[src/rtl/dcw_pkg.sv]
package dcw_pkg;

  typedef enum logic [1:0] {
    ST_IDLE  = 2'd0,
    ST_SHIFT = 2'd1,
    ST_GUARD = 2'd2,
    ST_LOAD  = 2'd3
  } dcw_state_e;

  // System cycles per serial half period: the ceiling of sys/(2*max), at least 1.
  function automatic int half_div_calc(input int sys_hz, input int max_hz);
    int q;
    q = (sys_hz + 2 * max_hz - 1) / (2 * max_hz);
    return (q < 1) ? 1 : q;
  endfunction

  function automatic int max_of(input int a, input int b);
    return (a > b) ? a : b;
  endfunction

  // Counter width able to hold the value n.
  function automatic int cnt_width(input int n);
    return (n < 2) ? 1 : $clog2(n + 1);
  endfunction

endpackage

[src/rtl/dcw_half_tick.sv]
module dcw_half_tick #(
  parameter int HALF_DIV = 4
) (
  input  logic clk,
  input  logic rst_n,
  input  logic en,
  output logic tick
);

  generate
    if (HALF_DIV == 1) begin : g_direct
      assign tick = en;
    end else begin : g_count
      localparam int CW = $clog2(HALF_DIV);
      logic [CW-1:0] cnt;
      logic          wrap;

      assign wrap = (cnt == CW'(HALF_DIV - 1));
      assign tick = en && wrap;

      always_ff @(posedge clk or negedge rst_n) begin
        if (!rst_n) begin
          cnt <= '0;
        end else if (!en || wrap) begin
          cnt <= '0;
        end else begin
          cnt <= cnt + 1'b1;
        end
      end
    end
  endgenerate

endmodule

[src/rtl/dcw_frame_shift.sv]
module dcw_frame_shift #(
  parameter int TB = 36
) (
  input  logic          clk,
  input  logic          rst_n,
  input  logic          load_en,
  input  logic [TB-1:0] load_val,
  input  logic          shift_en,
  output logic          msb
);

  logic [TB-1:0] sr;

  always_ff @(posedge clk or negedge rst_n) begin
    if (!rst_n) begin
      sr <= '0;
    end else if (load_en) begin
      sr <= load_val;
    end else if (shift_en) begin
      sr <= {sr[TB-2:0], 1'b0};
    end
  end

  assign msb = sr[TB-1];

endmodule

[src/rtl/dcw_sequencer.sv]
module dcw_sequencer
  import dcw_pkg::*;
#(
  parameter int TB           = 36,
  parameter int GUARD_HALVES = 2,
  parameter int LOAD_HALVES  = 2
) (
  input  logic clk,
  input  logic rst_n,
  input  logic start,
  input  logic tick,
  output logic busy,
  output logic done,
  output logic sclk,
  output logic load_n,
  output logic frame_load,
  output logic frame_shift
);

  localparam int BCW = cnt_width(TB);
  localparam int HCW = cnt_width(max_of(GUARD_HALVES, LOAD_HALVES));

  dcw_state_e     state;
  logic [BCW-1:0] bit_cnt;
  logic [HCW-1:0] half_cnt;
  logic           sclk_r;
  logic           load_n_r;
  logic           done_r;

  logic accept;
  logic rise_evt;
  logic fall_evt;
  logic last_bit;
  logic guard_end;
  logic load_end;

  assign accept    = (state == ST_IDLE) && start;
  assign rise_evt  = (state == ST_SHIFT) && tick && !sclk_r;
  assign fall_evt  = (state == ST_SHIFT) && tick && sclk_r;
  assign last_bit  = (bit_cnt == BCW'(TB - 1));
  assign guard_end = (state == ST_GUARD) && tick && (half_cnt == HCW'(GUARD_HALVES - 1));
  assign load_end  = (state == ST_LOAD) && tick && (half_cnt == HCW'(LOAD_HALVES - 1));

  always_ff @(posedge clk or negedge rst_n) begin
    if (!rst_n) begin
      state    <= ST_IDLE;
      bit_cnt  <= '0;
      half_cnt <= '0;
      sclk_r   <= 1'b0;
      load_n_r <= 1'b1;
      done_r   <= 1'b0;
    end else begin
      done_r <= 1'b0;
      unique case (state)
        ST_IDLE: begin
          if (accept) begin
            state   <= ST_SHIFT;
            bit_cnt <= '0;
            sclk_r  <= 1'b0;
          end
        end
        ST_SHIFT: begin
          if (rise_evt) begin
            sclk_r <= 1'b1;
          end else if (fall_evt) begin
            sclk_r <= 1'b0;
            if (last_bit) begin
              state    <= ST_GUARD;
              half_cnt <= '0;
            end else begin
              bit_cnt <= bit_cnt + 1'b1;
            end
          end
        end
        ST_GUARD: begin
          if (guard_end) begin
            state    <= ST_LOAD;
            load_n_r <= 1'b0;
            half_cnt <= '0;
          end else if (tick) begin
            half_cnt <= half_cnt + 1'b1;
          end
        end
        ST_LOAD: begin
          if (load_end) begin
            state    <= ST_IDLE;
            load_n_r <= 1'b1;
            done_r   <= 1'b1;
          end else if (tick) begin
            half_cnt <= half_cnt + 1'b1;
          end
        end
        default: state <= ST_IDLE;
      endcase
    end
  end

  assign busy        = (state != ST_IDLE);
  assign done        = done_r;
  assign sclk        = sclk_r;
  assign load_n      = load_n_r;
  assign frame_load  = accept;
  assign frame_shift = fall_evt;

endmodule

[src/rtl/dac_chain_writer.sv]
module dac_chain_writer
  import dcw_pkg::*;
#(
  parameter int N_DEV       = 3,
  parameter int CODE_W      = 12,
  parameter int SYS_HZ      = 10_000_000,
  parameter int SCLK_MAX_HZ = 1_400_000,
  parameter int GUARD_PER   = 1,
  parameter int LOAD_PER    = 1
) (
  input  logic                    clk,
  input  logic                    rst_n,
  input  logic                    start,
  input  logic [N_DEV*CODE_W-1:0] codes,
  output logic                    busy,
  output logic                    done,
  output logic                    sclk,
  output logic                    sdata,
  output logic                    load_n
);

  localparam int TB           = N_DEV * CODE_W;
  localparam int HALF_DIV     = half_div_calc(SYS_HZ, SCLK_MAX_HZ);
  localparam int GUARD_HALVES = 2 * GUARD_PER;
  localparam int LOAD_HALVES  = 2 * LOAD_PER;

  // Named internal events, visible to the checker.
  logic half_tick;
  logic frame_load;
  logic frame_shift;

  dcw_half_tick #(
    .HALF_DIV(HALF_DIV)
  ) u_tick (
    .clk  (clk),
    .rst_n(rst_n),
    .en   (busy),
    .tick (half_tick)
  );

  // codes is already laid out with the farthest device in the top bits,
  // so the top bit of the frame is the first one sent.
  dcw_frame_shift #(
    .TB(TB)
  ) u_frame (
    .clk     (clk),
    .rst_n   (rst_n),
    .load_en (frame_load),
    .load_val(codes),
    .shift_en(frame_shift),
    .msb     (sdata)
  );

  dcw_sequencer #(
    .TB          (TB),
    .GUARD_HALVES(GUARD_HALVES),
    .LOAD_HALVES (LOAD_HALVES)
  ) u_seq (
    .clk        (clk),
    .rst_n      (rst_n),
    .start      (start),
    .tick       (half_tick),
    .busy       (busy),
    .done       (done),
    .sclk       (sclk),
    .load_n     (load_n),
    .frame_load (frame_load),
    .frame_shift(frame_shift)
  );

endmodule

[config.mk]
export PLATFORM = sky130hd
export DESIGN_NAME = dac_chain_writer
export DESIGN_NICKNAME = d
export VERILOG_FILES = /design/src/rtl/dcw_pkg.sv /design/src/rtl/dcw_half_tick.sv /design/src/rtl/dcw_frame_shift.sv /design/src/rtl/dcw_sequencer.sv /design/src/rtl/dac_chain_writer.sv
export SDC_FILE = /design/constraint.sdc
export NUM_CORES = 1
export LEC_CHECK = 0
export BUFFER_PORTS_ARGS = -buffer_cell sky130_fd_sc_hd__buf_2
export CORE_ASPECT_RATIO = 0.8
export CORE_UTILIZATION = 49
export CTS_CLUSTER_DIAMETER = 40
export CTS_CLUSTER_SIZE = 30
export DETAILED_ROUTE_END_ITERATION = 6
export HOLD_SLACK_MARGIN = 0.05
export PLACE_DENSITY_LB_ADDON = 0.05
export SLEW_MARGIN = 20
export SYNTH_ARGS = -nofsm -noshare
export SYNTH_HDL_FRONTEND = slang
export SYNTH_SLANG_ARGS = --single-unit
[constraint.sdc]
create_clock -name clk -period 3.2 [get_ports clk]
set_input_delay 0 -clock clk [delete_from_list [all_inputs] [get_ports clk]]
set_output_delay 0 -clock clk [all_outputs]
set_load 0.02 [all_outputs]
Yosys cells after proc, flatten, opt, wreduce, memory -nomap -nowiden --
Cells that the tools add are included.
Word-level totals: input port bits 39, word-level logic and storage cells 80, flip-flop bits (word level) 51, output and inout bits 5
Operators by class: add/sub/neg operators 3, equal/unequal tests 15, reductions and logical operators 23, mux-type cells 31
Operators by type and width (count):
- 2-to-1 mux 36 bit | 2
- 2-to-1 mux 2 bit | 13
- 2-to-1 mux 6 bit | 4
- case mux 6 bit (2 select lines) | 1
- inequality test 2 bit, second input constant | 5
- AND reduction 5 bit | 2
- logical AND 1 bit | 9
- case mux 2 bit (4 select lines) | 1
- nonzero test 2 bit | 4
- 2-to-1 mux 1 bit | 7
- adder 6 x 1 -> 6 bit, second input constant | 1
- equality test 2 bit, second input constant | 3
- equality test 6 bit, second input constant | 1
- inequality test 2 x 1 -> 1 bit, second input constant | 3
- case mux 2 bit (3 select lines) | 1
- AND reduction 3 bit | 2
- AND reduction 6 bit | 1
- adder 2 x 1 -> 2 bit, second input constant | 2
- equality test 2 x 1 -> 1 bit, second input constant | 2
- case mux 1 bit (2 select lines) | 2
- inequality test 3 x 2 -> 1 bit, second input constant | 1
- nonzero test 3 bit | 1
- logical NOT 1 bit | 2
- logical NOT 2 bit | 1
- logical OR 1 bit | 1

Depth between registers and ports, before layout --
depth in word-level cells 7, gate-level depth with buffers 9, gate-level depth less buffers 6

By module --
From an unflattened synthesis, not the netlist that was laid out.
Second synthesis, totals: cells, all modules 254, area total of the unflattened synthesis 2615.0 µm²
Modules (own cells, without submodules):
- dcw_frame_shift | times used 1, cells each 156, seq. area each 900.9 µm², area an instance 1682.9 µm²
- dcw_sequencer | times used 1, cells each 92, seq. area each 326.6 µm², area an instance 840.8 µm²
- dcw_half_tick | times used 1, cells each 6, seq. area each 50.0 µm², area an instance 91.3 µm²

Worst setup path after synthesis --
No wires, ideal clock.
path type register to register, start register u_seq.state[0], end register u_seq.state[1], period minus slack after synthesis 1927 ps, cell stages (with the launch flop) 8, setup time 125 ps, required time 3075 ps, buffers on the path 1, path slack 1273 ps, arrival 1802 ps, cells stage by stage dfrtp_1 -> inv_1 -> ha_1 -> buf_2 -> nand2b_1 -> o41ai_4 -> o211ai_2 -> mux2_4
Between the ends: word-level cells in the longest chain between the ends 6, elaborated cells on any way between the ends 22, those cells by class eq/ne: 9; mux: 1; reduce/logical: 12
RTL lines:
- from (decl) | RTL line dcw_sequencer.sv:23 | dcw_state_e state;
- from (signal assigned) | RTL line dcw_sequencer.sv:46 | state <= ST_IDLE;
- from (signal assigned) | RTL line dcw_sequencer.sv:57 | state <= ST_SHIFT;
- from (signal assigned) | RTL line dcw_sequencer.sv:68 | state <= ST_GUARD;
- nonzero test 2 bit | RTL line dcw_sequencer.sv:98 | assign busy = (state != ST_IDLE);
- logical AND 1 bit | RTL line dcw_half_tick.sv:19 | assign tick = en && wrap;
- logical AND 1 bit, on equally long branches (2 in series)
- inequality test 2 bit (no line) or inequality test 2 x 1 -> 1 bit (tied branches)
- AND reduction 6 bit (no line)
Several ways; a longest one is shown, not always the timed one. A chain may end at the register's enable or synchronous reset.

Worst setup path in the final report --
start register u_seq.state[0], end register u_frame.sr[19]
Between the ends: word-level cells in the longest chain between the ends 5, elaborated cells on any way between the ends 9, those cells by class eq/ne: 1; mux: 1; reduce/logical: 7
RTL lines:
- nonzero test 2 bit | RTL line dcw_sequencer.sv:98
- logical AND 1 bit | RTL line dcw_half_tick.sv:19
- logical AND 1 bit (2 in series) | RTL line dcw_sequencer.sv:39 | assign fall_evt = (state == ST_SHIFT) && tick && sclk_r;
- nonzero test 2 bit (no line)
- to (signal assigned) | RTL line dcw_frame_shift.sv:18 | sr <= load_val;
- to (signal assigned) | RTL line dcw_frame_shift.sv:20 | sr <= {sr[TB-2:0], 1'b0};
- to (decl) | RTL line dcw_frame_shift.sv:12 | logic [TB-1:0] sr;
Several ways; a longest one is shown, not always the timed one.

==> results.txt <==
vias in the first global route: 1898
RD Place Congestion: 0.769
GRT Residual Overflow: 0
Root Buffer: clkbuf_8
TritonCTS Buffers: 5
Setup Fix Bufs, Post-CTS: 0
crit path launch type: flip-flop
vias per std cell: 5.02
final hold violation count: 0
fraction of layout cells with a size suffix above 1: 18.6%
Final ANT Viol Nets: 0
core area: 5010 sq um
max_cap viols: 0
Seq/Total Area, Yosys: 50.1%
largest family of logic cells by synthesized area: multiplexers
Tot Pwr: 1.18 mW
Post-synth top flop: dfrtp_1
period utilisation layout: 70.0%
pin count of the biggest net entering global routing: 72
CP Capture Type: flip-flop
warnings from Yosys: 0
Synth top area share: 49.1%
Yosys top cell by area: dfrtp_1
maximum VDD drop: 0.239 mV
Hold Crit Class: input port to flip-flop
Max Clk Rate: 447 MHz
top cells by area, synth: dfrtp_1, mux2i_1, o21ai_1
min cycle time layout: 2.24 ns
Rel. slew slack: 57.7%
simple-gate share of the synthesized area: 11.6%
clock slew at reported path FFs: 0.09 ns
status: finished, final reports clean
chip width: 82.6 microns
R2R setup slack: 0.96 ns
worst slew pin tran: 0.634 ns
crit path max fanout: 71
htree depth: 2
syn_nets: 294
multiplexer share of the synthesized area: 15.1%
DRT iter0 DRCs: 156
RSZ-0062 raised after global routing: false
Detailed Place HPWL: 3.25 mm
Row Count: 23
synth-to-layout area growth: 28.9%
post-synthesis compound-gate area fraction: 14.1%
HP Start: start
vias: 1929
Pre-antenna DRT Iters: 4
worst r2r dst: u_frame.sr[19]$_DFFE_PN0P_
Die ar.: 5500 sq um
port bufs: 43
Leak: 1.71 nW
Post-synth EDFFs: 0
TritonCTS clock tree: built
Syn Std Cell Area: 2550 sq um
CTS max path bufs: 2
hold buffers post-CTS: 37
Die Span Y: 66.5 microns
final WL: 5.03 mm
Initial Util: 50.9%
syn_area_per_cell: 10.3 sq um
Clk Latency, worst-skew pair: 0.30 ns
Hold Crit Depth: 3
initial antenna violation count: 0
final clock skew: 0.00574 ns
# fillers: 422
Ports: 44
power density over the cells: 358 nW/um^2
max-slew violations: 0
# setup viols final: 0
Layout Nets: 368
Hold Path End: u_seq.sclk$_DFFE_PN0P_
post-CTS sizing: 0
ANT cells: 0
Async SR Flop Fraction: 100%
synth unique cells: 37
CP arrival: 2.40 ns
# DRC: 0
FF+latch count, synth: 51
clock sinks: 51
Synth Area in Adders: 3.93%
global-route wire length before repair: 8.40 mm
GR Util All Layers: 20.7%
WL per Instance: 13.1 microns
Reg2Reg Depth: 6
setup TNS: 0 ns
Post-Synth XOR/XNOR Area: 1.37%
CP required: 3.36 ns
R2R Path Start: u_seq.state[0]$_DFFE_PN0P_
crit path kind: flip-flop to flip-flop
Cells after Synth: 247
[cells in the mapped netlist, types with 2 or more instances]
| cell type | number |
|---|---|
| a21oi_1 | 5 |
| a31oi_1 | 3 |
| buf_1 | 3 |
| buf_2 | 8 |
| clkbuf_1 | 4 |
| dfrtp_1 | 50 |
| ha_1 | 8 |
| inv_1 | 8 |
| mux2i_1 | 37 |
| nand2_1 | 41 |
| nand2b_1 | 2 |
| nand4_1 | 3 |
| nor2_1 | 5 |
| nor3_1 | 2 |
| nor3b_1 | 2 |
| o21ai_0 | 4 |
| o21ai_1 | 36 |
| o22ai_1 | 4 |
| xor2_1 | 4 |
[flip-flops by register name, summed over array words and instances (netlist names)]
register	count
u_seq.state	2
u_seq.sclk	1
u_seq.half_cnt	2
u_seq.load_n	1
u_tick.g_count.cnt	2
u_seq.done	1
u_seq.bit_cnt	6
u_frame.sr	36
[worst max path at each step]
stage | cells past startpoint | endpoint | slack [ns] | start
floorplan | 7 | u_seq.state[1]$_DFFE_PN0P_ | 1.27 | u_seq.state[0]$_DFFE_PN0P_
global placement | 6 | u_frame.sr[7]$_DFFE_PN0P_ | 1.05 | u_seq.state[0]$_DFFE_PN0P_
detailed placement | 6 | u_frame.sr[19]$_DFFE_PN0P_ | 0.96 | u_seq.state[0]$_DFFE_PN0P_
CTS | 6 | u_frame.sr[19]$_DFFE_PN0P_ | 0.95 | u_seq.state[0]$_DFFE_PN0P_
global route | 7 | u_frame.sr[6]$_DFFE_PN0P_ | 0.77 | u_seq.state[0]$_DFFE_PN0P_
finish | 6 | u_frame.sr[19]$_DFFE_PN0P_ | 0.96 | u_seq.state[0]$_DFFE_PN0P_
[per-stage QoR]
stage	area (sq um)	utilization, %	setup slack, ns	hold WS (ns)	std cells
2_1_floorplan	2550	-	1.27	-0.296	247
5_1_grt	3290	65.6	0.766	0.139	384
3_5_place_dp	2800	55.9	0.959	0.00510	339
3_3_place_gp	2800	55.9	1.05	0.00457	339
4_1_cts	3290	65.6	0.953	0.107	384
6_report	3290	65.6	0.961	0.113	384
[where the power goes]
part           internal, mW  total, mW  switching [mW]
sequential            0.644      0.644               0
combinational        0.0473     0.0734          0.0260
clock                 0.253      0.459           0.206
[per-layer routing]
layer | wire, microns | vias to the layer above | global-route usage [%]
met1 | 2550 | 883 | 28.3
met4 | 65 | 0 | 7.76
met5 | 0 | - | 0
met3 | 148 | 7 | 3.70
met2 | 2270 | 35 | 32.7
li1 | - | 1004 | -
[kinds of logic after synthesis]
family,count (synthesis)
AND/OR/NAND/NOR,63
AO/OA/AOI/OAI,60
flip-flops,51
multiplexers,38
buffers and inverters,23
adder cells (fa/ha/maj),8
XOR/XNOR,4
[critical path, cell delays in order, from the launching register on]
cell and delay (ns):
dfrtp_1 0.41, inv_1 0.13, ha_1 0.36, and3b_1 0.31, a21oi_4 0.16, buf_4 0.53
o21ai_1 0.17
[final cells by class]
cell class	count	area (sq um)	share of cell area (%)
timing repair buffer	82	601	18.3
multi-input combinational	173	1180	36.0
clock inverter	2	35.0	1.07
clock buffer	6	82.6	2.51
inverter	8	30.0	0.914
sequential	51	1280	38.9
tap	62	77.6	2.36
[placed cells by master, fill, tap and decap left out, drive strengths merged, types with 2 or more instances in the layout]
master / netlist / final
a21oi: 6 / 6
a31oi: 3 / 3
buf: 11 / 45
clkbuf: 4 / 6
dfrtp: 50 / 50
dlygate4sd3: 0 / 37
ha: 8 / 8
inv: 8 / 8
mux2i: 37 / 37
nand2: 42 / 42
nand2b: 2 / 2
nand4: 3 / 3
nor2: 5 / 5
nor3: 2 / 2
nor3b: 2 / 2
o21ai: 40 / 40
o22ai: 4 / 4
o41ai: 2 / 2
xor2: 4 / 4
Power figures use the tool's default switching activity.
